$ cat src/rtl/te_sync_pkg.sv
`timescale 1ns/1ps
package te_sync_pkg;

    localparam int LINE_W = 11;
    localparam int HTH_W  = 3;
    localparam int VTH_W  = 12;
    localparam int DIV_W  = 3;
    localparam int CNT_W  = VTH_W + 4;

    typedef enum logic [1:0] {
        TE_OFF   = 2'd0,
        TE_RSVD  = 2'd1,
        TE_LINE  = 2'd2,
        TE_VONLY = 2'd3
    } te_mode_e;

    typedef struct packed {
        logic vsync;
        logic hsync;
    } te_event_t;

    // horizontal threshold in ticks: field + 1
    function automatic logic [CNT_W-1:0] hs_ticks(input logic [HTH_W-1:0] f);
        return {{(CNT_W-HTH_W){1'b0}}, f} + {{(CNT_W-1){1'b0}}, 1'b1};
    endfunction

    // vertical threshold in ticks: (field + 1) * 8
    function automatic logic [CNT_W-1:0] vs_ticks(input logic [VTH_W-1:0] f);
        logic [VTH_W:0] units;
        units = {1'b0, f} + {{VTH_W{1'b0}}, 1'b1};
        return {units, 3'b000};
    endfunction

    function automatic te_mode_e to_mode(input logic [1:0] raw);
        return te_mode_e'(raw);
    endfunction

endpackage

$ cat src/rtl/te_tick_gen.sv
`timescale 1ns/1ps
module te_tick_gen #(
    parameter int DIV_W = te_sync_pkg::DIV_W
) (
    input  logic             clk,
    input  logic             rst,
    input  logic [DIV_W-1:0] div_m1_i,
    output logic             tick_o
);
    logic [DIV_W-1:0] cnt_q;

    // ">=" keeps the divider sane when the setting shrinks mid-count
    assign tick_o = (cnt_q >= div_m1_i);

    always_ff @(posedge clk) begin
        if (rst) begin
            cnt_q <= '0;
        end else if (tick_o) begin
            cnt_q <= '0;
        end else begin
            cnt_q <= cnt_q + 1'b1;
        end
    end

    // with a divide setting above one, ticks are never back to back
    p_tick_gap_r2: assert property (@(posedge clk) disable iff (rst)
        (tick_o && div_m1_i != '0) ##1 $stable(div_m1_i) |-> !tick_o);

endmodule

$ cat src/rtl/te_width_chan.sv
`timescale 1ns/1ps
module te_width_chan #(
    parameter int CNT_W   = te_sync_pkg::CNT_W,
    parameter bit BOUNDED = 1'b1
) (
    input  logic             clk,
    input  logic             rst,
    input  logic             run_i,
    input  logic             pin_i,
    input  logic             inv_i,
    input  logic             tick_i,
    input  logic [CNT_W-1:0] lo_i,
    input  logic [CNT_W-1:0] hi_i,
    output logic             hit_o
);
    logic             act;
    logic             act_q;
    logic             seen_q;
    logic [CNT_W-1:0] cnt_q;
    logic             trail;
    logic             in_range;

    assign act      = pin_i ^ inv_i;
    assign trail    = act_q && !act;
    assign in_range = (cnt_q >= lo_i) && (!BOUNDED || (cnt_q < hi_i));

    always_ff @(posedge clk) begin
        if (rst) begin
            // start as if active so no edge is invented out of reset
            act_q  <= 1'b1;
            seen_q <= 1'b0;
            cnt_q  <= '0;
            hit_o  <= 1'b0;
        end else begin
            act_q <= act;
            hit_o <= run_i && seen_q && trail && in_range;

            if (!run_i || !act) begin
                seen_q <= 1'b0;
            end else if (!act_q) begin
                seen_q <= 1'b1;
            end

            if (!act) begin
                cnt_q <= '0;
            end else if (tick_i && (cnt_q != '1)) begin
                cnt_q <= cnt_q + 1'b1;
            end
        end
    end

    // no pulse is reported unless the channel was running
    p_hit_needs_run_r3: assert property (@(posedge clk) disable iff (rst)
        hit_o |-> $past(run_i));

endmodule

$ cat src/rtl/te_line_match.sv
`timescale 1ns/1ps
module te_line_match
    import te_sync_pkg::*;
#(
    parameter int LW = te_sync_pkg::LINE_W
) (
    input  logic          clk,
    input  logic          rst,
    input  logic          run_i,
    input  te_mode_e      mode_i,
    input  logic [LW-1:0] line_i,
    input  te_event_t     ev_i,
    output logic          irq_n_o
);
    logic [LW-1:0] cnt_q, cnt_d, cnt_inc;
    logic          framed_q, framed_d;
    logic          fired_q, fired_d;
    logic          match;

    assign cnt_inc = (cnt_q == '1) ? cnt_q : cnt_q + 1'b1;

    always_comb begin
        cnt_d    = cnt_q;
        framed_d = framed_q;
        fired_d  = fired_q;
        match    = 1'b0;
        if (!run_i) begin
            cnt_d    = '0;
            framed_d = 1'b0;
            fired_d  = 1'b0;
        end else if (ev_i.vsync) begin
            cnt_d    = '0;
            framed_d = 1'b1;
            if (mode_i == TE_VONLY) begin
                match = 1'b1;
            end else if (line_i == '0) begin
                match   = 1'b1;
                fired_d = 1'b1;
            end else begin
                fired_d = 1'b0;
            end
        end else if (ev_i.hsync && framed_q && (mode_i == TE_LINE)) begin
            cnt_d = cnt_inc;
            if (!fired_q && (cnt_inc == line_i)) begin
                match   = 1'b1;
                fired_d = 1'b1;
            end
        end
    end

    always_ff @(posedge clk) begin
        if (rst) begin
            cnt_q    <= '0;
            framed_q <= 1'b0;
            fired_q  <= 1'b0;
            irq_n_o  <= 1'b1;
        end else begin
            cnt_q    <= cnt_d;
            framed_q <= framed_d;
            fired_q  <= fired_d;
            irq_n_o  <= !match;
        end
    end

    // the two classifiers never report in the same cycle
    p_hv_excl_r4: assert property (@(posedge clk) disable iff (rst)
        !(ev_i.hsync && ev_i.vsync));

    // once a frame has matched in line mode, only a new vertical sync re-arms
    p_once_per_frame_r7: assert property (@(posedge clk) disable iff (rst)
        (run_i && mode_i == TE_LINE && fired_q && !ev_i.vsync) |-> !match);

    // a vertical sync restarts the line count
    p_line_restart_r7: assert property (@(posedge clk) disable iff (rst)
        (run_i && ev_i.vsync) |=> (cnt_q == '0));

endmodule

$ cat src/rtl/te_sync_detect.sv
`timescale 1ns/1ps
module te_sync_detect
    import te_sync_pkg::*;
#(
    parameter int SYNC_STAGES = 2
) (
    input  logic               clk,
    input  logic               rst,
    input  logic               te_pin,
    input  logic               cfg_te_en,
    input  logic [1:0]         cfg_mode,
    input  logic [LINE_W-1:0]  cfg_line,
    input  logic [HTH_W-1:0]   cfg_hs_width,
    input  logic [VTH_W-1:0]   cfg_vs_width,
    input  logic               cfg_hs_inv,
    input  logic               cfg_vs_inv,
    input  logic [DIV_W-1:0]   cfg_clk_div,
    output logic               match_irq_n
);
    localparam int NCH = 2;   // channel 0 horizontal, channel 1 vertical

    logic [SYNC_STAGES-1:0] sync_q;
    logic                   pin_s;
    logic                   tick;
    logic                   run;
    te_mode_e               mode;
    te_event_t              ev;
    logic [CNT_W-1:0]       hs_thr, vs_thr;
    logic [NCH-1:0]         inv_a;
    logic [NCH-1:0]         hit_a;
    logic [CNT_W-1:0]       lo_a [NCH];
    logic [CNT_W-1:0]       hi_a [NCH];

    genvar gs;
    generate
        for (gs = 0; gs < SYNC_STAGES; gs++) begin : g_sync
            always_ff @(posedge clk) begin
                if (rst) begin
                    sync_q[gs] <= 1'b0;
                end else if (gs == 0) begin
                    sync_q[gs] <= te_pin;
                end else begin
                    sync_q[gs] <= sync_q[(gs == 0) ? 0 : gs-1];
                end
            end
        end
    endgenerate

    assign pin_s  = sync_q[SYNC_STAGES-1];
    assign mode   = to_mode(cfg_mode);
    assign run    = cfg_te_en && ((mode == TE_LINE) || (mode == TE_VONLY));
    assign hs_thr = hs_ticks(cfg_hs_width);
    assign vs_thr = vs_ticks(cfg_vs_width);

    assign inv_a  = {cfg_vs_inv, cfg_hs_inv};
    assign lo_a[0] = hs_thr;
    assign hi_a[0] = vs_thr;
    assign lo_a[1] = vs_thr;
    assign hi_a[1] = vs_thr;

    te_tick_gen #(.DIV_W(DIV_W)) u_tick (
        .clk      (clk),
        .rst      (rst),
        .div_m1_i (cfg_clk_div),
        .tick_o   (tick)
    );

    genvar gc;
    generate
        for (gc = 0; gc < NCH; gc++) begin : g_chan
            te_width_chan #(.CNT_W(CNT_W), .BOUNDED(gc == 0)) u_chan (
                .clk    (clk),
                .rst    (rst),
                .run_i  (run),
                .pin_i  (pin_s),
                .inv_i  (inv_a[gc]),
                .tick_i (tick),
                .lo_i   (lo_a[gc]),
                .hi_i   (hi_a[gc]),
                .hit_o  (hit_a[gc])
            );
        end
    endgenerate

    assign ev.hsync = hit_a[0];
    assign ev.vsync = hit_a[1];

    te_line_match #(.LW(LINE_W)) u_match (
        .clk     (clk),
        .rst     (rst),
        .run_i   (run),
        .mode_i  (mode),
        .line_i  (cfg_line),
        .ev_i    (ev),
        .irq_n_o (match_irq_n)
    );

    // a match pulse only follows a cycle with the detector enabled in a live mode
    p_irq_needs_en_r9: assert property (@(posedge clk) disable iff (rst)
        !match_irq_n |-> $past(cfg_te_en && cfg_mode[1]));

    // the interrupt is low for a single cycle
    p_irq_one_cycle_r10: assert property (@(posedge clk) disable iff (rst)
        !match_irq_n |=> match_irq_n);

endmodule

$ cat config.mk
export PLATFORM = sky130hd
export DESIGN_NAME = te_sync_detect
export DESIGN_NICKNAME = d
export VERILOG_FILES = /design/src/rtl/te_sync_pkg.sv /design/src/rtl/te_tick_gen.sv /design/src/rtl/te_width_chan.sv /design/src/rtl/te_line_match.sv /design/src/rtl/te_sync_detect.sv
export SDC_FILE = /design/constraint.sdc
export NUM_CORES = 1
export LEC_CHECK = 0
export ABC_AREA = 0
export BUFFER_PORTS_ARGS = -buffer_cell sky130_fd_sc_hd__buf_2
export CORE_ASPECT_RATIO = 0.8
export CORE_MARGIN = 2
export CORE_UTILIZATION = 63
export CTS_BUF_LIST = sky130_fd_sc_hd__clkbuf_8
export CTS_CLUSTER_DIAMETER = 100
export DETAILED_ROUTE_END_ITERATION = 8
export GPL_TIMING_DRIVEN = 0
export PLACE_DENSITY = 0.86
export SLEW_MARGIN = 20
export SYNTH_ARGS = -nofsm -noshare
export SYNTH_HDL_FRONTEND = slang
export SYNTH_SLANG_ARGS = --single-unit
$ cat constraint.sdc
create_clock -name clk -period 3.7 [get_ports clk]
set_clock_uncertainty 0.15 [all_clocks]
set_input_delay 0.74 -clock clk [delete_from_list [all_inputs] [get_ports clk]]
set_output_delay 0.74 -clock clk [all_outputs]
set_load 0.02 [all_outputs]
# --- Yosys cells after proc, flatten, opt, wreduce, memory -nomap -nowiden ---
# Cells that the tools add are included.
totals:
  register_bits: 57
  in_bits: 37
  wordCells: 82
classes:
  addsub: 6
  order_cmp: 4
  eq_ne: 7
  n_mux: 11
  bitwise: 5
  reduce_logical: 34
op_table:
  columns: ["operator", "count"]
  rows:
  - ["$add 16x1->16 const B", 2]
  - ["$ne 16x16->1 const B", 2]
  - ["$ge 16x16->1", 1]
  - ["$ge 16x4->1", 1]
  - ["$lt 16x16->1", 1]
  - ["$logic_and 1x1->1", 15]
  - ["$add 12x1->13 const B", 1]
  - ["$reduce_or 2->1", 6]
  - ["$add 11x1->11 const B", 1]
  - ["$eq 11x11->1", 1]
  - ["$eq 11x11->1 const B", 1]
  - ["$logic_not 11->1", 1]
  - ["$mux 11", 1]
  - ["$mux 1", 10]
  - ["$logic_not 1->1", 5]
  - ["$add 3x1->4 const B", 1]
  - ["$eq 2x2->1 const B", 2]
  - ["$reduce_bool 2->1", 2]
  - ["$add 3x1->3 const B", 1]
  - ["$ge 3x3->1", 1]
  - ["$logic_or 1x1->1", 3]
  - ["$not 1->1", 3]
  - ["$reduce_and 3->1", 1]
  - ["$reduce_or 3->1", 1]
  - ["other kinds (2)", 3]

# --- Logic depth before layout (Yosys ltp) ---
# Gate-level depths: netlist (run 1).
depth:
  word_depth: 9
  ltp_mapped: 11
  depth_no_buf: 11

# --- Modules after synthesis ---
# A second synthesis (run 1) with hierarchy kept.
hier_totals:
  cells_unflattened: 586
  area_unflattened_um2: 4769.6
modules_own_cells:
  columns: ["module", "instances", "cells_per_inst", "area_each_um2", "seq_area_each_um2"]
  rows:
  - ["te_width_chan (g_chan[0].u_chan)", 1, 209, 1679.1, 380.4]
  - ["te_width_chan (g_chan[1].u_chan)", 1, 169, 1370.1, 380.4]
  - ["te_line_match", 1, 148, 1198.6, 280.3]
  - ["te_sync_detect", 1, 42, 329.1, 40.0]
  - ["te_tick_gen", 1, 18, 192.7, 60.1]

# --- Least setup slack after synthesis (run 1) ---
# OpenSTA, ideal clock, no wires.
synth_timing:
  path_type: "in2reg"
  startpoint: "input port cfg_vs_width[0]"
  endpoint: "register g_chan[1].u_chan.hit_o"
  setup_ns: 0.129
  arrival_time_ns: 2.424
  t_required_ns: 3.421
  setup_slack_ns: 0.998
  path_stages: 9
  n_path_buf: 0
  path_cell_list: "ha_1 nand3_1 xor2_1 ha_1 a2111o_1 a31oi_1 a22oi_1 a311oi_1 nor4_1"
synth_via:
  elab_chain_cells: 3
synth_lines:
  columns: ["element", "line_no", "text"]
  rows:
  - ["start, declared", "te_sync_detect.sv:14", "input logic [VTH_W-1:0] cfg_vs_width,"]
  - ["$add 12x1->13", "te_sync_pkg.sv:30", "units = {1'b0, f} + {{VTH_W{1'b0}}, 1'b1};"]
  - ["$ge 16x16->1", "te_width_chan.sv:25", "assign in_range = (cnt_q >= lo_i) && (!BOUNDED || (cnt_q < hi_i));"]
  - ["$logic_and 1x1->1", "te_width_chan.sv:36", "hit_o <= run_i && seen_q && trail && in_range;"]
  - ["end signal, assigned", "te_width_chan.sv:36", null]
  - ["end, declared", "te_width_chan.sv:14", "output logic hit_o"]
# No other way between the ends.
# A chain may end at the register's enable or synchronous reset.

# --- Worst setup path after layout (run 1) ---
# Ends and elaborated chain as after synthesis.

==> results.rst, run 1 <==
.. list-table::
   :header-rows: 1

   * - Metric
     - Value
   * - Status
     - completed
   * - Row Count
     - 25
   * - Antenna violations before repair
     - 0
   * - Starting Density
     - 0.664
   * - Uppermost signal routing layer after detailed routing
     - met4
   * - Die Span X
     - 93.2 um
   * - GRT Total Usage
     - 0.299
   * - Launch instance of the worst register-to-register path
     - u_tick.cnt_q[0]
   * - Number of distinct standard cells referenced by the synthesized netlist
     - 66
   * - Fin Setup TNS
     - 0 ns
   * - Post-layout net count
     - 596
   * - Vertical die dimension
     - 75.3 um
   * - Number of buffers created by CTS
     - 9
   * - Half-perimeter wire length after placement
     - 7530 um
   * - Met1 wire length
     - 4490 um
   * - Clock tree buffer depth
     - 2
   * - Relative max-transition margin
     - 0.489
   * - Worst endpoint required time
     - 3.77 ns
   * - Routability congestion estimate from global placement
     - 0.916
   * - Lkg Pwr
     - 1.72 nW
   * - Number of remaining DRC errors
     - 0
   * - Die Footprint
     - 7020 um^2
   * - Via count of the first global-routing pass
     - 3610
   * - Number of inserted filler cells in the final layout
     - 477
   * - Number of cells in the finished layout apart from fillers
     - 609
   * - WL final
     - 9970 um
   * - Max Freq
     - 0.338 GHz
   * - Number of hold violations in the final report
     - 0
   * - Post-layout min period
     - 2.96 ns
   * - DRC violation total after the first TritonRoute iteration
     - 245
   * - Final non-filler cell area
     - 4510 um^2
   * - Boundary Pins
     - 38
   * - First-pass GRT wire length
     - 16600 um
   * - Final count of negative-setup-slack endpoints
     - 0
   * - Routed length on met2
     - 4570 um
   * - IO buf count
     - 36
   * - Via count normalized by instance count
     - 6.22
   * - Type of the worst min-delay path
     - reg -> reg
   * - RSZ-0062 raised after global routing
     - no
   * - Initial DRT Pass Iterations
     - 5
   * - Smallest setup slack after layout
     - 0.739 ns
   * - Post-synthesis cell count
     - 476
   * - FF+latch count, synth
     - 57
   * - Final Power
     - 1.48 mW
   * - Avg WL per Cell
     - 16.4 um
   * - Number of placed instances with taps included
     - 593
   * - Worst hold slack after final layout
     - 0.308 ns
   * - Standard cell area after detailed placement
     - 4290 um^2
   * - Pin count of the biggest net entering global routing
     - 12
   * - Aggregate global routing overflow
     - 0
   * - Post-cts resize count
     - 0
   * - Clock insertion delay at the later pin of the skew report
     - 0.35 ns
   * - Share of cells above drive strength 1
     - 0.133
   * - Critical path endpoint category
     - register
   * - Syn Std Cell Area
     - 4010 um^2
   * - Root buffer cell
     - sky130_fd_sc_hd__clkbuf_8
   * - Area occupied by multi-input gates
     - 2730 um^2
   * - Crit path kind
     - in -> reg
   * - Synth Net Count
     - 549
   * - Worst supply voltage drop on vdd
     - 232 uV
   * - Post-synthesis sequential area ratio
     - 0.285
   * - Number of synthesized flops with an enable pin
     - 0
   * - Pin slew with the least headroom to its limit
     - 0.761 ns
   * - # Max-Cap Violations
     - 0
   * - CTS tree
     - yes
   * - Pwr per Cell Area
     - 328 nW/um^2
   * - Hold bufs inserted after CTS
     - 0
   * - Hold_sp
     - g_chan[1].u_chan.seen_q
   * - Antenna diode instance count
     - 0
   * - Async set-or-reset flop fraction in the synthesized netlist
     - 0
   * - Maximum level of the CTS H-tree
     - 3
   * - Count of pins over their slew limit
     - 0
   * - Clock sink total
     - 57
   * - Vias
     - 3790
   * - Arr. time, crit path
     - 3.04 ns
   * - Ys Warns
     - 0
   * - Pre-CTS WS
     - 0.464 ns
   * - Synth-to-Final Area Change
     - 12.5%
   * - Prevailing post-synth register cell
     - sky130_fd_sc_hd__dfxtp_1
   * - Maximum fanout along the worst path
     - 6
   * - Combined flip-flop and latch cell area
     - 1140 um^2
   * - Clock-pin slew on the worst setup and hold paths
     - 0.07 ns
   * - Syn Area/Cell
     - 8.42 um^2
   * - Final period utilization
     - 0.800
   * - Worst setup startpoint
     - cfg_vs_width[0]
   * - Post-CTS Setup Repair Bufs
     - 0
   * - Post-DRT Antenna Nets
     - 0
   * - Utilization after layout
     - 0.747
   * - Met3 wirelength from detailed routing
     - 745 um
   * - Area of the core
     - 6040 um^2
   * - Critical Path Source Type
     - input pin
worst paths after layout:
| check | end | slack (ns) | cells after the start |
|---|---|---|---|
| worst max register to register | g_chan[0].u_chan.cnt_q[2] | 0.99 | 9 |
| worst min register to register | g_chan[1].u_chan.hit_o | 0.31 | 2 |
| worst max-delay path | g_chan[1].u_chan.hit_o | 0.74 | 10 |
| worst min-delay path | g_chan[1].u_chan.hit_o | 0.31 | 2 |
cell type report:
class | count | area share
inverters | 15 | 0.0125
multi-input cells | 386 | 0.605
well taps | 81 | 0.0225
repair buffers | 36 | 0.0400
clock inverters | 7 | 0.0211
clock buffers | 9 | 0.0275
flip-flops and latches | 57 | 0.253
plain buffers | 18 | 0.0180
cell usage after synthesis (2+ instances only):
cell type	instances	area (um^2)
sky130_fd_sc_hd__a21boi_0	3	22.5
sky130_fd_sc_hd__nor3_1	20	100
sky130_fd_sc_hd__and2_1	2	12.5
sky130_fd_sc_hd__a211oi_1	4	30.0
sky130_fd_sc_hd__and3_1	12	75.1
sky130_fd_sc_hd__o2111ai_1	3	26.3
sky130_fd_sc_hd__o21ai_0	8	40.0
sky130_fd_sc_hd__nand4b_1	3	26.3
sky130_fd_sc_hd__buf_1	2	7.51
sky130_fd_sc_hd__buf_2	5	25.0
sky130_fd_sc_hd__xor2_1	18	158
sky130_fd_sc_hd__xnor2_1	39	342
sky130_fd_sc_hd__nand3_1	29	145
sky130_fd_sc_hd__a21o_1	6	45.0
sky130_fd_sc_hd__ha_1	36	450
sky130_fd_sc_hd__mux2i_1	2	20.0
sky130_fd_sc_hd__a22oi_1	3	22.5
sky130_fd_sc_hd__nand3b_1	3	22.5
sky130_fd_sc_hd__and4_1	7	61.3
sky130_fd_sc_hd__nor2b_1	8	50.1
sky130_fd_sc_hd__clkbuf_1	10	37.5
sky130_fd_sc_hd__nor2_1	47	176
sky130_fd_sc_hd__o211ai_1	2	15.0
sky130_fd_sc_hd__or2_1	2	12.5
sky130_fd_sc_hd__or3_1	6	37.5
sky130_fd_sc_hd__nor4b_1	4	35.0
sky130_fd_sc_hd__a31oi_1	4	25.0
sky130_fd_sc_hd__inv_1	14	52.6
sky130_fd_sc_hd__a21oi_1	15	75.1
sky130_fd_sc_hd__dfxtp_1	57	1140
sky130_fd_sc_hd__nand4_1	11	68.8
sky130_fd_sc_hd__o21a_1	2	15.0
sky130_fd_sc_hd__nand2b_1	7	43.8
sky130_fd_sc_hd__nor3b_1	2	15.0
sky130_fd_sc_hd__nand2_1	28	105
sky130_fd_sc_hd__a2bb2oi_1	2	17.5
sky130_fd_sc_hd__o221ai_1	2	17.5
sky130_fd_sc_hd__a311oi_1	3	26.3
sky130_fd_sc_hd__nor4_1	16	100
sky130_fd_sc_hd__o22ai_1	3	18.8
power breakdown:
part | leakage (nW) | total [mW] | internal, mW | switching, mW
logic | 1.15 | 0.191 | 0.0730 | 0.118
registers | 0.461 | 0.632 | 0.624 | 0.00778
clock network | 0.115 | 0.654 | 0.380 | 0.274
total | 1.72 | 1.48 | 1.08 | 0.400
flip-flops by register name, indices dropped and copies added (netlist names):
| name | flops |
|---|---|
| u_match.cnt_q | 11 |
| g_chan.u_chan.act_q | 2 |
| u_tick.cnt_q | 3 |
| u_match.irq_n_o | 1 |
| g_chan.u_chan.seen_q | 2 |
| u_match.fired_q | 1 |
| sync_q | 1 |
| g_chan.u_chan.hit_o | 2 |
| pin_s | 1 |
| u_match.framed_q | 1 |
| g_chan.u_chan.cnt_q | 32 |
worst max-delay path, cell delays in order:
cell and delay (ns):
sky130_fd_sc_hd__buf_2 0.14, sky130_fd_sc_hd__ha_1 0.25, sky130_fd_sc_hd__nand3_1 0.11, sky130_fd_sc_hd__xor2_1 0.24
sky130_fd_sc_hd__ha_1 0.31, sky130_fd_sc_hd__a2111o_1 0.42, sky130_fd_sc_hd__a31oi_1 0.21, sky130_fd_sc_hd__a22oi_1 0.13
sky130_fd_sc_hd__a311oi_1 0.40, sky130_fd_sc_hd__nor4_1 0.08
cells by family after synthesis:
family          after synthesis  share of synthesized area
compound gates               73                      0.136
flops                        57                      0.285
buf+inv                      33                     0.0343
xor+xnor                     57                      0.125
simple gates                217                      0.300
mux                           2                    0.00500
fa+ha+maj                    37                      0.115
cells in the final DEF, fill, tap and decap left out, drive strengths merged, types with 6 or more instances in the layout:
cell type and n:
xnor2 39, nor4 16, o21ai 9, dfxtp 57
ha 36, nor3 22, buf 44, or3 6
nand2b 7, inv 17, nand2 28, clkbuf 19
a21o 6, a21oi 15, and4 7, and3 13
nand4 12, xor2 18, nor2 47, nand3 30
nor2b 8
metal layers:
metal	up-vias	GRT usage
met4	0	0.106
li1	1842	-
met1	1766	0.388
met3	22	0.0673
met5	-	0
met2	160	0.502
Power figures use the tool's default switching activity.
==> run 2: changes to the inputs <==
CORE_UTILIZATION = 56   (was 63)
PLACE_DENSITY = 0.81   (was 0.86)
clock period = 2.45 ns   (was 3.7 ns; I/O delays follow)
==> run 2 against run 1 <==
- register-to-register slack worse by 0.91 ns
- via count is 2.1% lower
- cell count is 1.1% higher
- first-iteration DRC count is 30% lower
- die area is 12% higher
- global-route usage is 4.7 points lower
- sequential cell count stayed put
- clock power is 71% higher
- setup slack worse by 0.67 ns
- cell area is 4.0% higher
- worst hold slack worse by 0.092 ns
- critical path type unchanged
- largest power group unchanged
- highest routed layer unchanged
==> results.rst, run 2 (same netlist as run 1, synthesis figures left out) <==
.. list-table::
   :header-rows: 1

   * - Metric
     - Value
   * - Final period utilization
     - 0.974
   * - Number of buffers created by CTS
     - 9
   * - Arr. time, crit path
     - 2.46 ns
   * - Lkg Pwr
     - 1.77 nW
   * - Die Footprint
     - 7850 um^2
   * - Final Power
     - 2.38 mW
   * - Clock sink total
     - 57
   * - First-pass GRT wire length
     - 16000 um
   * - Critical path endpoint category
     - register
   * - Starting Density
     - 0.582
   * - Antenna diode instance count
     - 0
   * - Pin count of the biggest net entering global routing
     - 13
   * - Clock-pin slew on the worst setup and hold paths
     - 0.07 ns
   * - Number of remaining DRC errors
     - 0
   * - Post-layout min period
     - 2.39 ns
   * - Worst endpoint required time
     - 2.52 ns
   * - Half-perimeter wire length after placement
     - 7110 um
   * - GRT Total Usage
     - 0.252
   * - Flip-flop count of the largest register after layout
     - 32
   * - Maximum level of the CTS H-tree
     - 3
   * - Clock tree buffer depth
     - 2
   * - Most common cell after layout, fill and taps aside
     - sky130_fd_sc_hd__dfxtp_1
   * - Worst supply voltage drop on vdd
     - 288 uV
   * - Routability congestion estimate from global placement
     - 0.928
   * - Power share of the combinational group
     - 0.129
   * - Vertical die dimension
     - 79.7 um
   * - Post-layout net count
     - 597
   * - CTS tree
     - yes
   * - RSZ-0062 raised after global routing
     - yes
   * - Clock insertion delay at the later pin of the skew report
     - 0.35 ns
   * - Synth-to-Final Area Change
     - 17.0%
   * - Avg WL per Cell
     - 15.8 um
   * - Reg with most FFs
     - g_chan.u_chan.cnt_q
   * - Sequential cell fraction of total power
     - 0.401
   * - DRC violation total after the first TritonRoute iteration
     - 171
   * - Worst setup slack for register-to-register paths
     - 0.08 ns
   * - Row Count
     - 27
   * - Crit path kind
     - in -> reg
   * - Boundary Pins
     - 38
   * - Root buffer cell
     - sky130_fd_sc_hd__clkbuf_8
   * - Critical Path Source Type
     - input pin
   * - WL final
     - 9700 um
   * - Utilization after layout
     - 0.680
   * - Relative max-transition margin
     - 0.515
   * - Vias
     - 3712
   * - Largest regs
     - g_chan.u_chan.cnt_q x32, u_match.cnt_q x11, u_tick.cnt_q x3
   * - Smallest setup slack after layout
     - 0.0646 ns
   * - # Max-Cap Violations
     - 0
   * - Aggregate global routing overflow
     - 0
   * - Share of cells above drive strength 1
     - 0.178
   * - Number of hold violations in the final report
     - 0
   * - Maximum fanout along the worst path
     - 6
   * - Fin Setup TNS
     - 0 ns
   * - Pre-CTS WS
     - -0.519 ns
   * - Initial DRT Pass Iterations
     - 5
   * - Antenna violations before repair
     - 0
   * - Max Freq
     - 0.419 GHz
   * - Worst hold slack after final layout
     - 0.216 ns
   * - Final count of negative-setup-slack endpoints
     - 0
   * - Sw Share
     - 0.264
   * - Power spent charging and discharging nets
     - 0.627 mW
   * - Pwr per Cell Area
     - 507 nW/um^2
   * - Pin slew with the least headroom to its limit
     - 0.722 ns
   * - IO buf count
     - 36
   * - Status
     - completed
   * - Commonest cells after routing, fill and taps aside
     - sky130_fd_sc_hd__dfxtp_1 (55), sky130_fd_sc_hd__nor2_1 (46), sky130_fd_sc_hd__xnor2_1 (39), sky130_fd_sc_hd__buf_2 (38), sky130_fd_sc_hd__ha_1 (32)
   * - Via count of the first global-routing pass
     - 3368
   * - Die Span X
     - 98.6 um
   * - Post-DRT Antenna Nets
     - 0
   * - Count of pins over their slew limit
     - 0
   * - Internal power
     - 1.75 mW
   * - Clock network fraction of design power
     - 0.470
   * - Via count normalized by instance count
     - 6.03
   * - Type of the worst min-delay path
     - in -> reg
   * - Area of the core
     - 6890 um^2
==> run 2: cell count changes in the layout (fill, tap and decap cells not counted), moves of 2 or more <==
cell	previous run	this run
sky130_fd_sc_hd__dfxtp_2	0	2
sky130_fd_sc_hd__nand3_4	0	2
sky130_fd_sc_hd__buf_2	41	38
sky130_fd_sc_hd__clkbuf_1	10	6
sky130_fd_sc_hd__ha_4	0	3
sky130_fd_sc_hd__a22oi_2	0	2
sky130_fd_sc_hd__a22oi_1	3	1
sky130_fd_sc_hd__buf_4	0	3
sky130_fd_sc_hd__ha_1	36	32
sky130_fd_sc_hd__dfxtp_1	57	55
sky130_fd_sc_hd__clkbuf_2	0	3
sky130_fd_sc_hd__nand3_1	29	27
sky130_fd_sc_hd__clkbuf_4	0	2
==> run 2: final cells by class <==
type / count / area, um^2
multi-input cells: 386 / 2850
fillers: 560 / 2200
flip-flops and latches: 57 / 1140
repair buffers: 38 / 203
clock inverters: 7 / 125
clock buffers: 9 / 124
well taps: 87 / 109
plain buffers: 17 / 81.3
inverters: 15 / 56.3
==> run 2: worst max-delay path: stages <==
cell	delay (ns)
sky130_fd_sc_hd__buf_4	0.13
sky130_fd_sc_hd__ha_4	0.16
sky130_fd_sc_hd__nand3_2	0.10
sky130_fd_sc_hd__xor2_2	0.23
sky130_fd_sc_hd__ha_4	0.24
sky130_fd_sc_hd__a2111o_1	0.41
sky130_fd_sc_hd__a31oi_2	0.19
sky130_fd_sc_hd__a22oi_2	0.13
sky130_fd_sc_hd__a311oi_2	0.30
sky130_fd_sc_hd__nor4_1	0.07
==> run 2: per-stage QoR <==
step	instances	cell area, um^2
after global placement	599	4300
after CTS	614	4600
after floorplan	476	4010
final	616	4690
after detailed placement	599	4300
after global routing	616	4690
==> run 2: metal layers <==
metal,up-vias,track usage,part of all wire,wire (um)
met4,0,0.105,0.022,215
met3,23,0.0569,0.057,549
met5,-,0,0,0
met1,1702,0.346,0.48,4620
li1,1858,-,-,-
met2,129,0.382,0.44,4310
==> run 2: path summary, 6_finish.rpt <==
| kind | start | endpoint | cells past startpoint |
|---|---|---|---|
| max | cfg_vs_width[0] | g_chan[1].u_chan.hit_o | 10 |
| min | te_pin | sync_q[0] | 2 |
| max reg2reg | u_match.cnt_q[0] | u_match.irq_n_o | 7 |
| min reg2reg | sync_q[0] | pin_s | 1 |
==> run 2: power by group through the flow <==
stage	registers [mW]	clock network (mW)	logic [mW]
finish	0.954	1.12	0.306
global route	0.955	1.17	0.336
CTS	0.954	1.14	0.289
detailed placement	0.975	0	0.280
global placement	0.974	0	0.268
floorplan	0.972	0	0.179
==> run 2: repair_timing <==
| item | 4_1_cts | 5_1_grt |
|---|---|---|
| setup buffers | 0 | 2 |
| resized for setup | 12 | 19 |
| endpoints found under the setup margin | 24 | 15 |
| hold buffers | 0 | 0 |
| pin swaps | 2 | 4 |
